==> src/rtl/cwm_pkg.sv <==
package cwm_pkg;
  localparam int DLY_W   = 8;
  localparam int WID_W   = 4;
  localparam int MAXW    = (1 << WID_W) - 1;
  localparam int DLY_LEN = 1 << DLY_W;

  typedef struct packed {
    logic             flush;
    logic             tapZero;
    logic [DLY_W-1:0] tapIdx;
  } cwm_strobe_t;
endpackage

==> src/rtl/cwm_pipe.sv <==
module cwm_pipe
  import cwm_pkg::*;
(
  input  logic            clk,
  input  logic            rstN,
  input  logic            srcPulse,
  input  cwm_strobe_t     strobe,
  input  logic [MAXW-1:0] dropMask,
  output logic [MAXW-1:0] cand
);
  logic [DLY_LEN-1:0] dlyLine;
  logic [MAXW-2:0]    winAge;
  logic               openNow;

  assign openNow = strobe.tapZero ? srcPulse : dlyLine[strobe.tapIdx];
  assign cand    = {winAge, openNow};

  always_ff @(posedge clk or negedge rstN) begin
    if (!rstN) begin
      dlyLine <= '0;
    end else if (strobe.flush) begin
      dlyLine <= '0;
    end else begin
      dlyLine <= {dlyLine[DLY_LEN-2:0], srcPulse};
    end
  end

  // One stage per window crossing: a pending pulse ages by one each edge.
  for (genvar k = 0; k < MAXW - 1; k++) begin : g_win
    always_ff @(posedge clk or negedge rstN) begin
      if (!rstN) begin
        winAge[k] <= 1'b0;
      end else if (strobe.flush) begin
        winAge[k] <= 1'b0;
      end else begin
        winAge[k] <= cand[k] & ~dropMask[k];
      end
    end
  end
endmodule

==> src/rtl/cwm_ctrl.sv <==
module cwm_ctrl
  import cwm_pkg::*;
#(
  parameter int DEF_DELAY = 128,
  parameter int DEF_WIDTH = 3
) (
  input  logic             clk,
  input  logic             rstN,
  input  logic [DLY_W-1:0] delayCfg,
  input  logic [WID_W-1:0] widthCfg,
  input  logic             accPulse,
  input  logic [MAXW-1:0]  cand,
  output cwm_strobe_t      strobe,
  output logic [MAXW-1:0]  dropMask,
  output logic             matchPulse,
  output logic             missPulse,
  output logic [WID_W-1:0] matchOfs
);
  logic [DLY_W-1:0] delayReg;
  logic [WID_W-1:0] widthReg;
  logic [WID_W-1:0] widthEff;
  logic [WID_W-1:0] earlyCnt;
  logic [DLY_W:0]   startOfs;
  logic             cfgChange;
  logic             found;
  logic [WID_W-1:0] pickIdx;
  logic             missNow;

  assign cfgChange = (delayCfg != delayReg) || (widthCfg != widthReg);
  assign widthEff  = (widthReg == '0) ? WID_W'(1) : widthReg;
  assign earlyCnt  = (widthEff - WID_W'(1)) >> 1;

  always_comb begin
    if ({1'b0, delayReg} >= {{(DLY_W + 1 - WID_W){1'b0}}, earlyCnt})
      startOfs = {1'b0, delayReg} - {{(DLY_W + 1 - WID_W){1'b0}}, earlyCnt};
    else
      startOfs = '0;
  end

  always_comb begin
    strobe.flush   = cfgChange;
    strobe.tapZero = (startOfs == '0);
    strobe.tapIdx  = DLY_W'(startOfs - (DLY_W + 1)'(1));
  end

  // Oldest pending window position inside the current width wins.
  always_comb begin
    found   = 1'b0;
    pickIdx = '0;
    if (accPulse) begin
      for (int k = 0; k < MAXW; k++) begin
        if (cand[k] && (k < int'(widthEff))) begin
          found   = 1'b1;
          pickIdx = WID_W'(k);
        end
      end
    end
  end

  always_comb begin
    missNow = cand[widthEff - WID_W'(1)] && !(found && (pickIdx == widthEff - WID_W'(1)));
    for (int k = 0; k < MAXW; k++) begin
      dropMask[k] = (found && (k == int'(pickIdx))) || (k >= int'(widthEff) - 1);
    end
  end

  always_ff @(posedge clk or negedge rstN) begin
    if (!rstN) begin
      delayReg   <= DLY_W'(DEF_DELAY);
      widthReg   <= WID_W'(DEF_WIDTH);
      matchPulse <= 1'b0;
      missPulse  <= 1'b0;
      matchOfs   <= '0;
    end else begin
      delayReg <= delayCfg;
      widthReg <= widthCfg;
      if (cfgChange) begin
        matchPulse <= 1'b0;
        missPulse  <= 1'b0;
        matchOfs   <= '0;
      end else begin
        matchPulse <= found;
        missPulse  <= missNow;
        matchOfs   <= found ? pickIdx : '0;
      end
    end
  end
endmodule

==> src/rtl/coinc_window_match.sv <==
module coinc_window_match
  import cwm_pkg::*;
#(
  parameter int DEF_DELAY = 128,
  parameter int DEF_WIDTH = 3
) (
  input  logic             clk,
  input  logic             rstN,
  input  logic             srcPulse,
  input  logic             accPulse,
  input  logic [DLY_W-1:0] delayCfg,
  input  logic [WID_W-1:0] widthCfg,
  output logic             matchPulse,
  output logic             missPulse,
  output logic [WID_W-1:0] matchOfs
);
  cwm_strobe_t     strobe;
  logic [MAXW-1:0] cand;
  logic [MAXW-1:0] dropMask;

  cwm_pipe i_pipe (
    .clk      (clk),
    .rstN     (rstN),
    .srcPulse (srcPulse),
    .strobe   (strobe),
    .dropMask (dropMask),
    .cand     (cand)
  );

  cwm_ctrl #(
    .DEF_DELAY (DEF_DELAY),
    .DEF_WIDTH (DEF_WIDTH)
  ) i_ctrl (
    .clk        (clk),
    .rstN       (rstN),
    .delayCfg   (delayCfg),
    .widthCfg   (widthCfg),
    .accPulse   (accPulse),
    .cand       (cand),
    .strobe     (strobe),
    .dropMask   (dropMask),
    .matchPulse (matchPulse),
    .missPulse  (missPulse),
    .matchOfs   (matchOfs)
  );
endmodule

==> config.mk <==
export PLATFORM = sky130hd
export DESIGN_NAME = coinc_window_match
export DESIGN_NICKNAME = d
export VERILOG_FILES = /design/src/rtl/cwm_pkg.sv /design/src/rtl/cwm_pipe.sv /design/src/rtl/cwm_ctrl.sv /design/src/rtl/coinc_window_match.sv
export SDC_FILE = /design/constraint.sdc
export NUM_CORES = 1
export LEC_CHECK = 0
export BUFFER_PORTS_ARGS = -buffer_cell sky130_fd_sc_hd__buf_2
export CAP_MARGIN = 20
export CELL_PAD_IN_SITES_DETAIL_PLACEMENT = 0
export CELL_PAD_IN_SITES_GLOBAL_PLACEMENT = 1
export CORE_MARGIN = 5
export CORE_UTILIZATION = 41
export CTS_CLUSTER_DIAMETER = 30
export DETAILED_ROUTE_END_ITERATION = 8
export PLACE_DENSITY_LB_ADDON = 0.1
export SLEW_MARGIN = 20
export SYNTH_ARGS = -nofsm -noshare
export SYNTH_HDL_FRONTEND = slang
export SYNTH_SLANG_ARGS = --single-unit
==> constraint.sdc <==
create_clock -name clk -period 10.4 [get_ports clk]
set_input_delay 1.04 -clock clk [delete_from_list [all_inputs] [get_ports clk]]
set_output_delay 1.04 -clock clk [all_outputs]
set_load 0.01 [all_outputs]
### Word level (Yosys, flattened, before mapping)

Index checks and enable logic that the tools add are counted.
W data, S select, Z words.

| operators by class | value |
|---|---|
| $add $sub $neg | 4 |
| magnitude comparators | 32 |
| eq/ne operators | 16 |
| multiplexer cells | 57 |
| bitwise gates (word level) | 28 |
| reduce and logical (&&, ||, !) cells | 50 |

Operators by type and width:

| cell | number |
|---|---|
| $mux W256 | 1 |
| $ge A5 B32 Y1 const A | 6 |
| $ge A4 B32 Y1 const A | 4 |
| $ge A3 B32 Y1 const A | 2 |
| $mux W4 | 11 |
| $mux W1 | 36 |
| $eq A4 B4 Y1 const A | 8 |
| $ge A1 B32 Y1 const A | 1 |
| $ge A2 B32 Y1 const A | 1 |
| $logic_and A1 B1 Y1 | 31 |
| $lt A4 B4 Y1 const A | 7 |
| $eq A3 B4 Y1 const A | 4 |
| $lt A3 B4 Y1 const A | 4 |
| $logic_or A1 B1 Y1 | 15 |
| $and A1 B1 Y1 | 14 |
| $not A1 Y1 | 14 |
| $mux W3 | 4 |
| $logic_not A9 Y1 | 1 |
| $lt A8 B9 Y1 const B | 1 |
| $mux W9 | 1 |
| $sub A8 B3 Y9 | 1 |
| $bmux W1 S8 | 1 |
| $ge A8 B3 Y1 | 1 |
| $logic_not A4 Y1 | 2 |
| 13 further kinds | 16 |

| word-level totals | value |
|---|---|
| flip-flop bits (word level) | 288 |
| bits of input ports | 16 |
| output and inout port bits | 6 |
| word-level logic and storage cells | 207 |

### Depth between registers and ports, before layout

| logic depth | value |
|---|---|
| depth after elaboration | 31 |
| mapped depth | 29 |
| gate-level depth less buffers | 21 |

### Cells and area by module

From an unflattened synthesis, not the netlist that was laid out.

| unflattened totals | value |
|---|---|
| cells, all modules | 1038 |
| area total of the unflattened synthesis | 13133.8 µm² |

By module, submodules not included:

| module | instances | cells each | area each (µm²) | sequential area each (µm²) |
|---|---|---|---|---|
| cwm_pipe | 1 | 760 | 10786.6 | 6756.5 |
| cwm_ctrl | 1 | 278 | 2347.3 | 454.2 |

### Worst setup path after synthesis

Ideal clock, no wire load.

| timing | value |
|---|---|
| path kind | register to register |
| start point | register i_ctrl.widthReg[1] |
| end point | register i_ctrl.missPulse |
| setup time | 0.123 ns |
| arrival time | 6.881 ns |
| required time | 10.277 ns |
| setup slack | 3.396 ns |
| cell stages (with the launch flop) | 30 |
| buffers on the path | 9 |
| period minus slack after synthesis | 7.004 ns |
| cell sequence | dfstp_2 > clkbuf_1 > inv_1 > a21oi_1 > ha_1 > buf_1 > xor2_1 > inv_1 > ha_1 > nor2b_1 > clkbuf_1 > a211oi_1 > nor2_1 > o21ba_2 > buf_6 > buf_6 > buf_6 > inv_1 > ha_1 > clkbuf_1 > clkbuf_1 > clkbuf_1 > mux4_2 > mux2i_1 > a32oi_1 > o2111ai_1 > o41ai_1 > a31o_1 > or3_1 > o221a_1 |

| between the ends | value |
|---|---|
| word-level cells in the longest chain between the ends | 30 |

Ends and longest elaborated chain:

| what | RTL line | RTL |
|---|---|---|
| start, declared | cwm_ctrl.sv:20 | `logic [WID_W-1:0] widthReg;` |
| start signal, assigned | cwm_ctrl.sv:70 | `widthReg <= WID_W'(DEF_WIDTH);` |
| start signal, assigned | cwm_ctrl.sv:76 | `widthReg <= widthCfg;` |
| $logic_not A4 Y1 | cwm_ctrl.sv:30 | `assign widthEff = (widthReg == '0) ? WID_W'(1) : widthReg;` |
| $mux W4 | cwm_ctrl.sv:30 |  |
| $sub A4 B1 Y4 | cwm_ctrl.sv:31, cwm_ctrl.sv:61 |  |
| $sub A8 B3 Y9 or $ge A8 B3 Y1 (tied branches) | cwm_ctrl.sv:35, cwm_ctrl.sv:34 |  |
| $mux W9 | cwm_ctrl.sv:34 | `if ({1'b0, delayReg} >= {{(DLY_W + 1 - WID_W){1'b0}}, earlyCnt})` |
| $sub A8 B1 Y8 | cwm_ctrl.sv:43 | `strobe.tapIdx = DLY_W'(startOfs - (DLY_W + 1)'(1));` |
| $bmux W1 S8 | cwm_pipe.sv:15 | `assign openNow = strobe.tapZero ? srcPulse : dlyLine[strobe.tapIdx];` |
| $mux W1 (implied by the code) | cwm_pipe.sv:15 |  |
| $mux W1 | cwm_pipe.sv:15 |  |
| $logic_and A1 B1 Y1 | cwm_ctrl.sv:52 | `if (cand[k] && (k < int'(widthEff))) begin` |
| $mux W1 (15 in series) | cwm_ctrl.sv:52 |  |
| $mux W1 | cwm_ctrl.sv:50 | `if (accPulse) begin` |
| $logic_and A1 B1 Y1 | cwm_ctrl.sv:61 | `missNow = cand[widthEff - WID_W'(1)] && !(found && (pickIdx == widthEff - WID_W'(1)));` |
| $logic_not A1 Y1 | cwm_ctrl.sv:61 |  |
| $logic_and A1 B1 Y1 | cwm_ctrl.sv:61 |  |
| $mux W1 (*) | cwm_ctrl.sv:77 | `if (cfgChange) begin` |
| end signal, assigned | cwm_ctrl.sv:83 | `missPulse <= missNow;` |
| end, declared | cwm_ctrl.sv:16 | `output logic missPulse,` |

Every way passes the cells marked *; elsewhere a longest branch is shown, timed or not. The select of a mux whose other input is x is not followed.

### Worst setup path after layout

| timing | value |
|---|---|
| start point | register i_ctrl.widthReg[2] |
| end point | register i_ctrl.missPulse |

Same word-level chain as after synthesis.

==> run metrics <==
kind of critical path=reg -> reg; Synth Net Count=1059; final setup vio count=0; Routed Antenna Nets=0; RSZ-0062 raised after global routing=no; final worst setup slack=2250 ps; total power=0.00366 W; cts-stage hold buffer count=0; total gr overflow=0; Layout Nets=1094; worst hold-check path type=reg -> reg; GRT Total Usage=16.7%; die area=0.0350 sq mm; Unique masters post-synth=77; Ys Warns=0; Initial Util=41.8%; post-route non-filler standard cell count=1516; DR vias=8060; Post-Route Utilization=51.0%; layout cells sized above 1=20.1%; most frequent cell after synthesis=dfrtp_1; Reg area=0.00721 sq mm; post-DP HPWL=16600 um; CTS buffer count=66; setup TNS=0 ps; Max Transition Viols Final=0; largest net degree at the start of global routing=173; Core Footprint=0.0307 sq mm; CTS max path bufs=3; drt pass-1 iters=5; worst skew pair latency=540 ps; CTS tree=built; Post-Place Worst Slack=2210 ps; Area Growth Syn to Fin=22.0%; first-pass GRT wire length=47500 um; routability cong.=0.841; postcts setup bufs=0; Mapped Area=0.0128 sq mm; area of the multi-input gates=0.00535 sq mm; critical path data arrival time=8570 ps; leakage=7.25 nW; PortBufs=21; PwrDens=234 mW/mm^2; synthesis-stage register bit count=288; initial antenna violation count=0; drt via density=5.32; Rel. slew slack=30.6%; fraction of registers with async set/reset=100%; Inst Count DP=1398; Slew @ Worst Pin=1040 ps; vias in the first global route=8477; syn avg cell area=12.4 sq um; fillers=2709; outcome=completed; site row count=64; Commonest cells post-synth=dfrtp_1 (285), and2_1 (265), nand2_1 (69); Peak supply drop=0.119 mV; register area share after synthesis=56.1%; Clock transition at path regs=50 ps; DR DRC count=0; ys flop type=dfrtp_1; CTS Root Cell=clkbuf_16; Die H=187 um; crit path launch type=flip-flop; post-cts resize count=0; worst-path fanout max=34; ANT cells=0; EDFF count, synth=0; clock skew=29.0 ps; MaxCap Viol Count=0; Post-Syn Instances=1035; IO Count=22; final wirelength=28500 um; min Tclk post-route=8150 ps; WL per Instance=18.8 um; share of the synthesized area in the top cell type=55.5%; H-Tree Depth=3; Die X=187 um; clock sink total=288; Fin. Hold Viols=0; Crit path required time=10820 ps; final cycle utilization of the critical path=78.3%; Max Freq=0.123 GHz; kind of end point of the critical path=flip-flop; area leader, netlist=dfrtp_1; DRT iter0 DRCs=632; Area contributors post-synth=dfrtp_1 (56%), and2_1 (13%), mux4_2 (12%), nand2_1 (2.0%), clkbuf_1 (1.5%)
## stage by stage
stage               cell area [sq um]  hold slack (ps)
floorplan                       12800              448
global placement                13300              451
detailed placement              13300              458
CTS                             15700              461
global route                    15700              479
finish                          15700              460
## cell type report
| cell class | instances | area share [%] |
|---|---|---|
| Sequential cell | 288 | 46.0 |
| Multi-Input combinational cell | 667 | 34.1 |
| Clock buffer | 84 | 11.9 |
| Clock inverter | 34 | 3.18 |
| Tap cell | 396 | 3.16 |
| Timing Repair Buffer | 31 | 1.29 |
| Inverter | 16 | 0.383 |
## flip-flops by register name, indices dropped and copies added, names as in the netlist
| signal | flops |
|---|---|
| i_ctrl.missPulse | 1 |
| i_ctrl.matchOfs | 4 |
| i_pipe.cand | 14 |
| i_ctrl.widthReg | 4 |
| i_ctrl.matchPulse | 1 |
| i_pipe.dlyLine | 256 |
| i_ctrl.delayReg | 8 |
## metal layers
layer	GRT usage, %	share of wire, %
met4	6.60	3.1
met1	24.2	48
met5	0	0
met2	24.9	45
met3	3.45	4.3
## worst paths after layout
kind	endpoint	slack, ps	cells past startpoint	startpoint
worst max-delay path	i_ctrl.missPulse	2250	20	i_ctrl.widthReg[2]
worst min-delay path	i_pipe.dlyLine[240]	460	1	i_pipe.dlyLine[239]
worst max register to register	i_ctrl.missPulse	2250	20	i_ctrl.widthReg[2]
worst min register to register	i_pipe.dlyLine[240]	460	1	i_pipe.dlyLine[239]
max in group asynchronous	i_pipe.cand[2]	8280	2	rstN
min in group asynchronous	i_pipe.dlyLine[240]	600	1	rstN
## logic make-up after synthesis
family                     share of synthesized area, %
buffers and inverters                              2.70
muxes                                              12.7
AOI/OAI and AO/OA                                  6.82
and+or+nand+nor                                    19.2
adders and majority gates                         0.915
DFF                                                56.1
xor gates and xnor gates                           1.63
## critical path, stage by stage, from the launching register on
cell       delay [ps]
dfrtp_1           700
nor2_1            270
a21oi_1           830
ha_1              510
xor2_1            710
inv_1             300
ha_1              400
nor2b_1           420
a211oi_1          130
nor2_1            260
o21ba_4           170
buf_4             550
buf_4             640
mux4_2            580
nor2_1            110
nor2_1             50
o2111ai_1         320
o41ai_1           140
a31o_1            280
or3_1             350
o221a_1           280
## layout by cell type (no fill, tap or decap), types with 4 or more instances in the layout
master      count
a211oi_1       11
a21oi_1        29
a221oi_1        5
a31oi_1         5
a32oi_1         4
and2_1        265
and3_1          4
buf_2          20
buf_4           9
bufinv_16      11
clkbuf_1        6
clkbuf_16      68
clkbuf_8       10
clkinv_2        9
clkinvlp_4      5
dfrtp_1       285
ha_1            6
inv_1          15
inv_6           5
mux2i_1        13
mux4_2         66
nand2_1        69
nand3_1        20
nand4_1         9
nor2_1         27
nor2b_1         4
nor3_1          8
nor3b_1         4
o21ai_0        19
o31ai_1         5
xnor2_1        16
xor2_1          5
## where the power goes
group	leakage (nW)	internal [W]	total (W)	switching [W]
clock network	1.15	0.00153	0.00217	0.000635
logic	2.10	0.000126	0.000358	0.000232
registers	3.99	0.00113	0.00113	0.00000681
(Power assumes the default switching activity.)
